--- config.mk ---
export PLATFORM = sky130hd
export DESIGN_NAME = sdr_burst_engine
export DESIGN_NICKNAME = d
export VERILOG_FILES = /design/src/rtl/sdr_burst_pkg.sv /design/src/rtl/sdr_cke_gate.sv /design/src/rtl/sdr_burst_ctr.sv /design/src/rtl/sdr_bank_array.sv /design/src/rtl/sdr_burst_engine.sv
export SDC_FILE = /design/constraint.sdc
export NUM_CORES = 2
export LEC_CHECK = 0
export BUFFER_PORTS_ARGS = -buffer_cell sky130_fd_sc_hd__buf_4
export CAP_MARGIN = 10
export CORE_UTILIZATION = 55
export CTS_CLUSTER_DIAMETER = 150
export DETAILED_ROUTE_END_ITERATION = 12
export GPL_TIMING_DRIVEN = 1
export PLACE_DENSITY = 0.71
export RECOVER_POWER = 100
export SLEW_MARGIN = 20
export SYNTH_ARGS = -nofsm -noshare
export SYNTH_HDL_FRONTEND = slang
export SYNTH_SLANG_ARGS = --single-unit
--- constraint.sdc ---
create_clock -name clk -period 7.9 [get_ports clk]
set_input_delay 0 -clock clk [delete_from_list [all_inputs] [get_ports clk]]
set_output_delay 0 -clock clk [all_outputs]
set_load 0.02 [all_outputs]
--- src/rtl/sdr_burst_pkg.sv ---
package sdr_burst_pkg;

    localparam int unsigned DEF_DATA_W = 32;
    localparam int unsigned DEF_BANKS  = 4;
    localparam int unsigned DEF_COL_W  = 4;
    localparam int unsigned MAX_BEATS  = 8;
    localparam int unsigned BEAT_W     = $clog2(MAX_BEATS) + 1;

    typedef enum logic [1:0] {
        CMD_NOP   = 2'b00,
        CMD_READ  = 2'b01,
        CMD_WRITE = 2'b10,
        CMD_RSVD  = 2'b11
    } sdr_cmd_e;

    typedef struct packed {
        logic go;   // column command present
        logic wr;   // direction of that command
    } cmd_dec_t;

    function automatic cmd_dec_t decode_cmd(input logic [1:0] code);
        cmd_dec_t d;
        d.go = (code == CMD_READ) || (code == CMD_WRITE);
        d.wr = (code == CMD_WRITE);
        return d;
    endfunction

    function automatic logic [BEAT_W-1:0] beats_of(input logic [1:0] sel);
        return BEAT_W'(1) << sel;
    endfunction

endpackage

--- src/rtl/sdr_cke_gate.sv ---
module sdr_cke_gate (
    input  logic clk,
    input  logic rst,
    input  logic cke,
    input  logic busy,
    output logic ie
);
    logic cke_q;

    always_ff @(posedge clk) begin
        if (rst) cke_q <= 1'b1;
        else     cke_q <= cke;
    end

    // Suspension only bites while a burst is running
    assign ie = cke_q | ~busy;

    a_r8_resume: assert property (@(posedge clk) disable iff (rst)
        cke |=> ie);

endmodule

--- src/rtl/sdr_burst_ctr.sv ---
module sdr_burst_ctr
    import sdr_burst_pkg::*;
#(
    parameter int unsigned COL_W = DEF_COL_W
) (
    input  logic             clk,
    input  logic             rst,
    input  logic             ie,
    input  logic             start,
    input  logic [1:0]       sel,
    input  logic [COL_W-1:0] col_in,
    output logic             busy,
    output logic [COL_W-1:0] col_addr
);
    logic [COL_W-1:0]  start_q;
    logic [COL_W-1:0]  wrap_mask;
    logic [BEAT_W-1:0] beat_q;
    logic [BEAT_W-1:0] len_q;
    logic [BEAT_W-1:0] len_new;

    assign len_new   = beats_of(sel);
    assign wrap_mask = COL_W'(len_q - BEAT_W'(1));
    assign col_addr  = (start_q & ~wrap_mask)
                     | ((start_q + COL_W'(beat_q)) & wrap_mask);

    always_ff @(posedge clk) begin
        if (rst) begin
            busy    <= 1'b0;
            beat_q  <= '0;
            len_q   <= BEAT_W'(1);
            start_q <= '0;
        end else if (ie) begin
            if (start) begin
                start_q <= col_in;
                len_q   <= len_new;
                beat_q  <= BEAT_W'(1);
                busy    <= (len_new != BEAT_W'(1));
            end else if (busy) begin
                beat_q <= beat_q + BEAT_W'(1);
                if (beat_q == len_q - BEAT_W'(1)) busy <= 1'b0;
            end
        end
    end

    a_r6_beat_frozen: assert property (@(posedge clk) disable iff (rst)
        (busy && !ie) |=> ($stable(beat_q) && $stable(start_q) && busy));

    a_r3_beat_in_range: assert property (@(posedge clk) disable iff (rst)
        busy |-> (beat_q != '0 && beat_q < len_q));

endmodule

--- src/rtl/sdr_bank_array.sv ---
module sdr_bank_array #(
    parameter int unsigned DATA_W = 32,
    parameter int unsigned BANKS  = 4,
    parameter int unsigned COL_W  = 4,
    localparam int unsigned BANK_W = $clog2(BANKS),
    localparam int unsigned LANES  = DATA_W / 8,
    localparam int unsigned DEPTH  = BANKS << COL_W,
    localparam int unsigned AW     = BANK_W + COL_W
) (
    input  logic              clk,
    input  logic              we,
    input  logic [BANK_W-1:0] bank_a,
    input  logic [COL_W-1:0]  col_a,
    input  logic [DATA_W-1:0] wdata,
    input  logic [LANES-1:0]  wmask,
    output logic [DATA_W-1:0] rdata
);
    logic [AW-1:0] idx;
    assign idx = {bank_a, col_a};

    for (genvar l = 0; l < LANES; l++) begin : g_lane
        logic [7:0] lane_mem [DEPTH];

        always_ff @(posedge clk) begin
            if (we && !wmask[l]) lane_mem[idx] <= wdata[l*8 +: 8];
        end

        assign rdata[l*8 +: 8] = lane_mem[idx];
    end

endmodule

--- src/rtl/sdr_burst_engine.sv ---
module sdr_burst_engine
    import sdr_burst_pkg::*;
#(
    parameter int unsigned DATA_W = DEF_DATA_W,
    parameter int unsigned BANKS  = DEF_BANKS,
    parameter int unsigned COL_W  = DEF_COL_W,
    localparam int unsigned BANK_W = $clog2(BANKS),
    localparam int unsigned LANES  = DATA_W / 8
) (
    input  logic              clk,
    input  logic              rst,
    input  logic              cke,
    input  logic [1:0]        cmd,
    input  logic [1:0]        burst_sel,
    input  logic [BANK_W-1:0] bank,
    input  logic [COL_W-1:0]  col,
    input  logic [DATA_W-1:0] dq_in,
    input  logic [LANES-1:0]  dqm,
    output logic [DATA_W-1:0] dq_out,
    output logic              dq_oe
);
    logic              ie;
    logic              busy;
    logic              go;
    logic              wr_q;
    logic              cur_wr;
    logic              beat_now;
    logic              we;
    logic [BANK_W-1:0] bank_q;
    logic [BANK_W-1:0] cur_bank;
    logic [COL_W-1:0]  burst_col;
    logic [COL_W-1:0]  cur_col;
    logic [DATA_W-1:0] rdata;
    cmd_dec_t          dec;

    assign dec      = decode_cmd(cmd);
    assign go       = ie & dec.go;
    assign beat_now = go | busy;
    assign cur_wr   = go ? dec.wr : wr_q;
    assign cur_bank = go ? bank   : bank_q;
    assign cur_col  = go ? col    : burst_col;
    assign we       = ie & beat_now & cur_wr;

    sdr_cke_gate u_gate (
        .clk  (clk),
        .rst  (rst),
        .cke  (cke),
        .busy (busy),
        .ie   (ie)
    );

    sdr_burst_ctr #(.COL_W(COL_W)) u_ctr (
        .clk      (clk),
        .rst      (rst),
        .ie       (ie),
        .start    (go),
        .sel      (burst_sel),
        .col_in   (col),
        .busy     (busy),
        .col_addr (burst_col)
    );

    sdr_bank_array #(.DATA_W(DATA_W), .BANKS(BANKS), .COL_W(COL_W)) u_arr (
        .clk    (clk),
        .we     (we),
        .bank_a (cur_bank),
        .col_a  (cur_col),
        .wdata  (dq_in),
        .wmask  (dqm),
        .rdata  (rdata)
    );

    always_ff @(posedge clk) begin
        if (rst) begin
            dq_out <= '0;
            dq_oe  <= 1'b0;
            wr_q   <= 1'b0;
            bank_q <= '0;
        end else if (ie) begin
            if (go) begin
                wr_q   <= dec.wr;
                bank_q <= bank;
            end
            if (beat_now && !cur_wr) begin
                dq_out <= rdata;
                dq_oe  <= 1'b1;
            end else begin
                dq_oe  <= 1'b0;
            end
        end
    end

    a_r1_reset_quiet: assert property (@(posedge clk)
        rst |=> (!dq_oe && dq_out == '0));

    a_r2_read_drives: assert property (@(posedge clk) disable iff (rst)
        (go && !dec.wr) |=> dq_oe);

    a_r7_suspend_hold: assert property (@(posedge clk) disable iff (rst)
        (busy && !ie) |=> ($stable(dq_out) && $stable(dq_oe)));

endmodule

==> results.ini <==
[clock_network]
cts-root-buf=clkbuf_16
cts_made_buffers=195
htreeDepth=4
ctsHoldBuffers=56
cts.path.max_buffers=3
cts_setup_buffers=0
cts-resized-gates=0
clock_latency_ns=0.85
tritoncts=built
path_clk_slew_ns=0.06
cts_sinks=2098

[synth]
synth.largest_area_cell=edfxtp_1
ys.flop_type=edfxtp_1
synth_nets=5069
yosys.cell_types.count=60
netlist_area_um2=82000
synth-async-reset-ratio=0
syn_inst=5013
synth-seq-cells=2098
yosysSeqAreaShare=0.762
ys_warn_count=0
avgSynthCellArea_um2=16.4
synth-edff-count=2048
synth_top_area_frac=0.750
synth_area_leaders=edfxtp_1, mux2i_1, o22ai_1, nor2_1, o21ai_0

[layout]
finalNetCount=5138
design_area_um2=90800
mostFrequentLayoutCells=edfxtp_1, mux2i_1, o22ai_1
fillCellCount=10600
multiInputGateArea_um2=18000
regArea_um2=62500
final_layout_size_suffix_gt1_frac=0.0680
area_growth_pct=10.7
mostFrequentLayoutCell=edfxtp_1
diodes=0

[setup_path]
worst-endpoint-required_ns=8.62
worstPathArrival_ns=6.92
rr_worst_depth=12
cp-start-kind=flip-flop
critPathMaxFanout=34
critPathKind=reg2reg
endpoint_kind=flip-flop

[die]
io_pins=82
die_w_um=388
core_area_um2=148000
start_util=0.555
rows=141
die_area_um2=151000
dieHeight_um=388

[power]
power_mw=24.3
irDropWorstVdd_uv=247
cellPowerDensity_nw_per_um2=268
leakage_nw=31.9

[flow_run]
max-cap-violations=36

[placed_design]
hpwlAfterDp_um=110000
dpl_cell_area_um2=84100
place_congestion=0.806
portBuffers=81

[grt]
use_met3=0.0429
gr-max-usage-layer=met2
met1_usage=0.370
overflow=0
grt_usage=0.259
grt_pass1_wl_um=289000
grt_use_met2=0.409
grt_start_max_net_pins=129
antenna_found_initial=11
grt_pass1_vias=43500

[worst_hold_path]
hp-class=in2reg
holdPathStages=4

[sta]
rsz0062_at_grt=false
clock_skew_ns=0.0273
finalSetupTns_ns=0
relSlewSlack=-1.31
period_needed_ns=6.20
finalCritPeriodShare=0.785
setup_violations=0
slew_violations=2223
hold_viol=0
fmaxAchievable_mhz=161
max_slew.worst_pin.slew_ns=3.47

[route]
dr_total_vias=45300
drt-initial-drc-count=5789
wl_per_cell_um=27.7
via_per_inst=6.31
drcViolationCount=0
wl_um=199000
drtPass1Iterations=7
route.antenna.remaining_nets=0

[status]
status=finished, violations left
violations=max-capacitance violations, max-slew violations

==> report_power, final <==
group          switching (mW)  internal (mW)
registers              0.0693           12.3
clock network            4.00           5.39
logic                    1.75          0.842
total                    5.82           18.5
==> path summary, 6_finish.rpt <==
check	startpoint	end	slack, ns
worst min-delay path	col[0]	u_ctr.start_q[0]	0.06
worst max-delay path	u_ctr.beat_q[0]	dq_out[22]	1.70
worst min register to register	dq_oe	dq_oe	0.47
worst max register to register	u_ctr.beat_q[0]	dq_out[22]	1.70
==> cells by family after synthesis <==
logic type,after synthesis,share of synthesized area
buffers and inverters,324,0.0208
AO/OA/AOI/OAI,924,0.0671
adder cells (fa/ha/maj),7,0.00116
flip-flops,2098,0.762
XOR/XNOR,8,0.000854
multiplexers,906,0.111
AND/OR/NAND/NOR,746,0.0376
==> per-layer routing <==
metal,share of wire,vias up
li1,-,19800
met1,0.41,22900
met2,0.48,2179
met3,0.083,361
met4,0.030,8
met5,0.00030,-
==> metrics by stage <==
step	utilization	hold WS (ns)	instances	setup slack, ns
finish	0.614	0.0623	7179	1.70
global route	0.614	0.0694	7179	1.55
CTS	0.616	0.00977	7179	3.05
detailed placement	0.569	0.217	6759	3.08
global placement	0.569	0.213	6759	3.06
floorplan	-	0.0989	5013	4.88
==> cells in the mapped netlist, drive strengths merged, types with 5 or more instances <==
library cell,n
nand3,35
o31a,30
edfxtp,2048
a22oi,8
a32oi,5
nand4,36
inv,11
clkbuf,87
o22ai,450
o21ai,260
nor3,7
dfxtp,50
nor4,27
a221oi,5
ha,6
buf,226
mux2i,904
nor2,343
nand2,276
xnor2,5
a21oi,130
a31oi,8
a31o,5
==> cell type report <==
cell class,count,share of cell area
Sequential cell,2098,0.688
Multi-Input combinational cell,2591,0.198
Clock buffer,264,0.0588
Tap cell,1930,0.0266
Timing Repair Buffer,185,0.0162
Clock inverter,100,0.0116
Inverter,11,0.000455
==> registers in the layout (all words and copies together) (netlist names) <==
| signal | flops |
|---|---|
| u_arr.g_lane.lane_mem | 2048 |
| dq_out | 32 |
| u_ctr.beat_q | 4 |
| u_ctr.len_q | 4 |
| u_ctr.start_q | 4 |
| bank_q | 2 |
| dq_oe | 1 |
| u_ctr.busy | 1 |
| u_gate.cke_q | 1 |
| wr_q | 1 |
==> critical path, stage by stage, from the launching register on <==
cell	delay (ns)
dfxtp_1	0.45
ha_1	0.22
inv_1	0.06
fa_1	0.42
nor2b_1	0.16
o22ai_1	0.50
o32a_1	1.58
clkbuf_1	1.01
buf_4	0.50
o22ai_1	0.16
o21ai_0	0.49
nand3_1	0.16
o31a_1	0.31
Note: power is estimated with default switching activity, not from simulation.
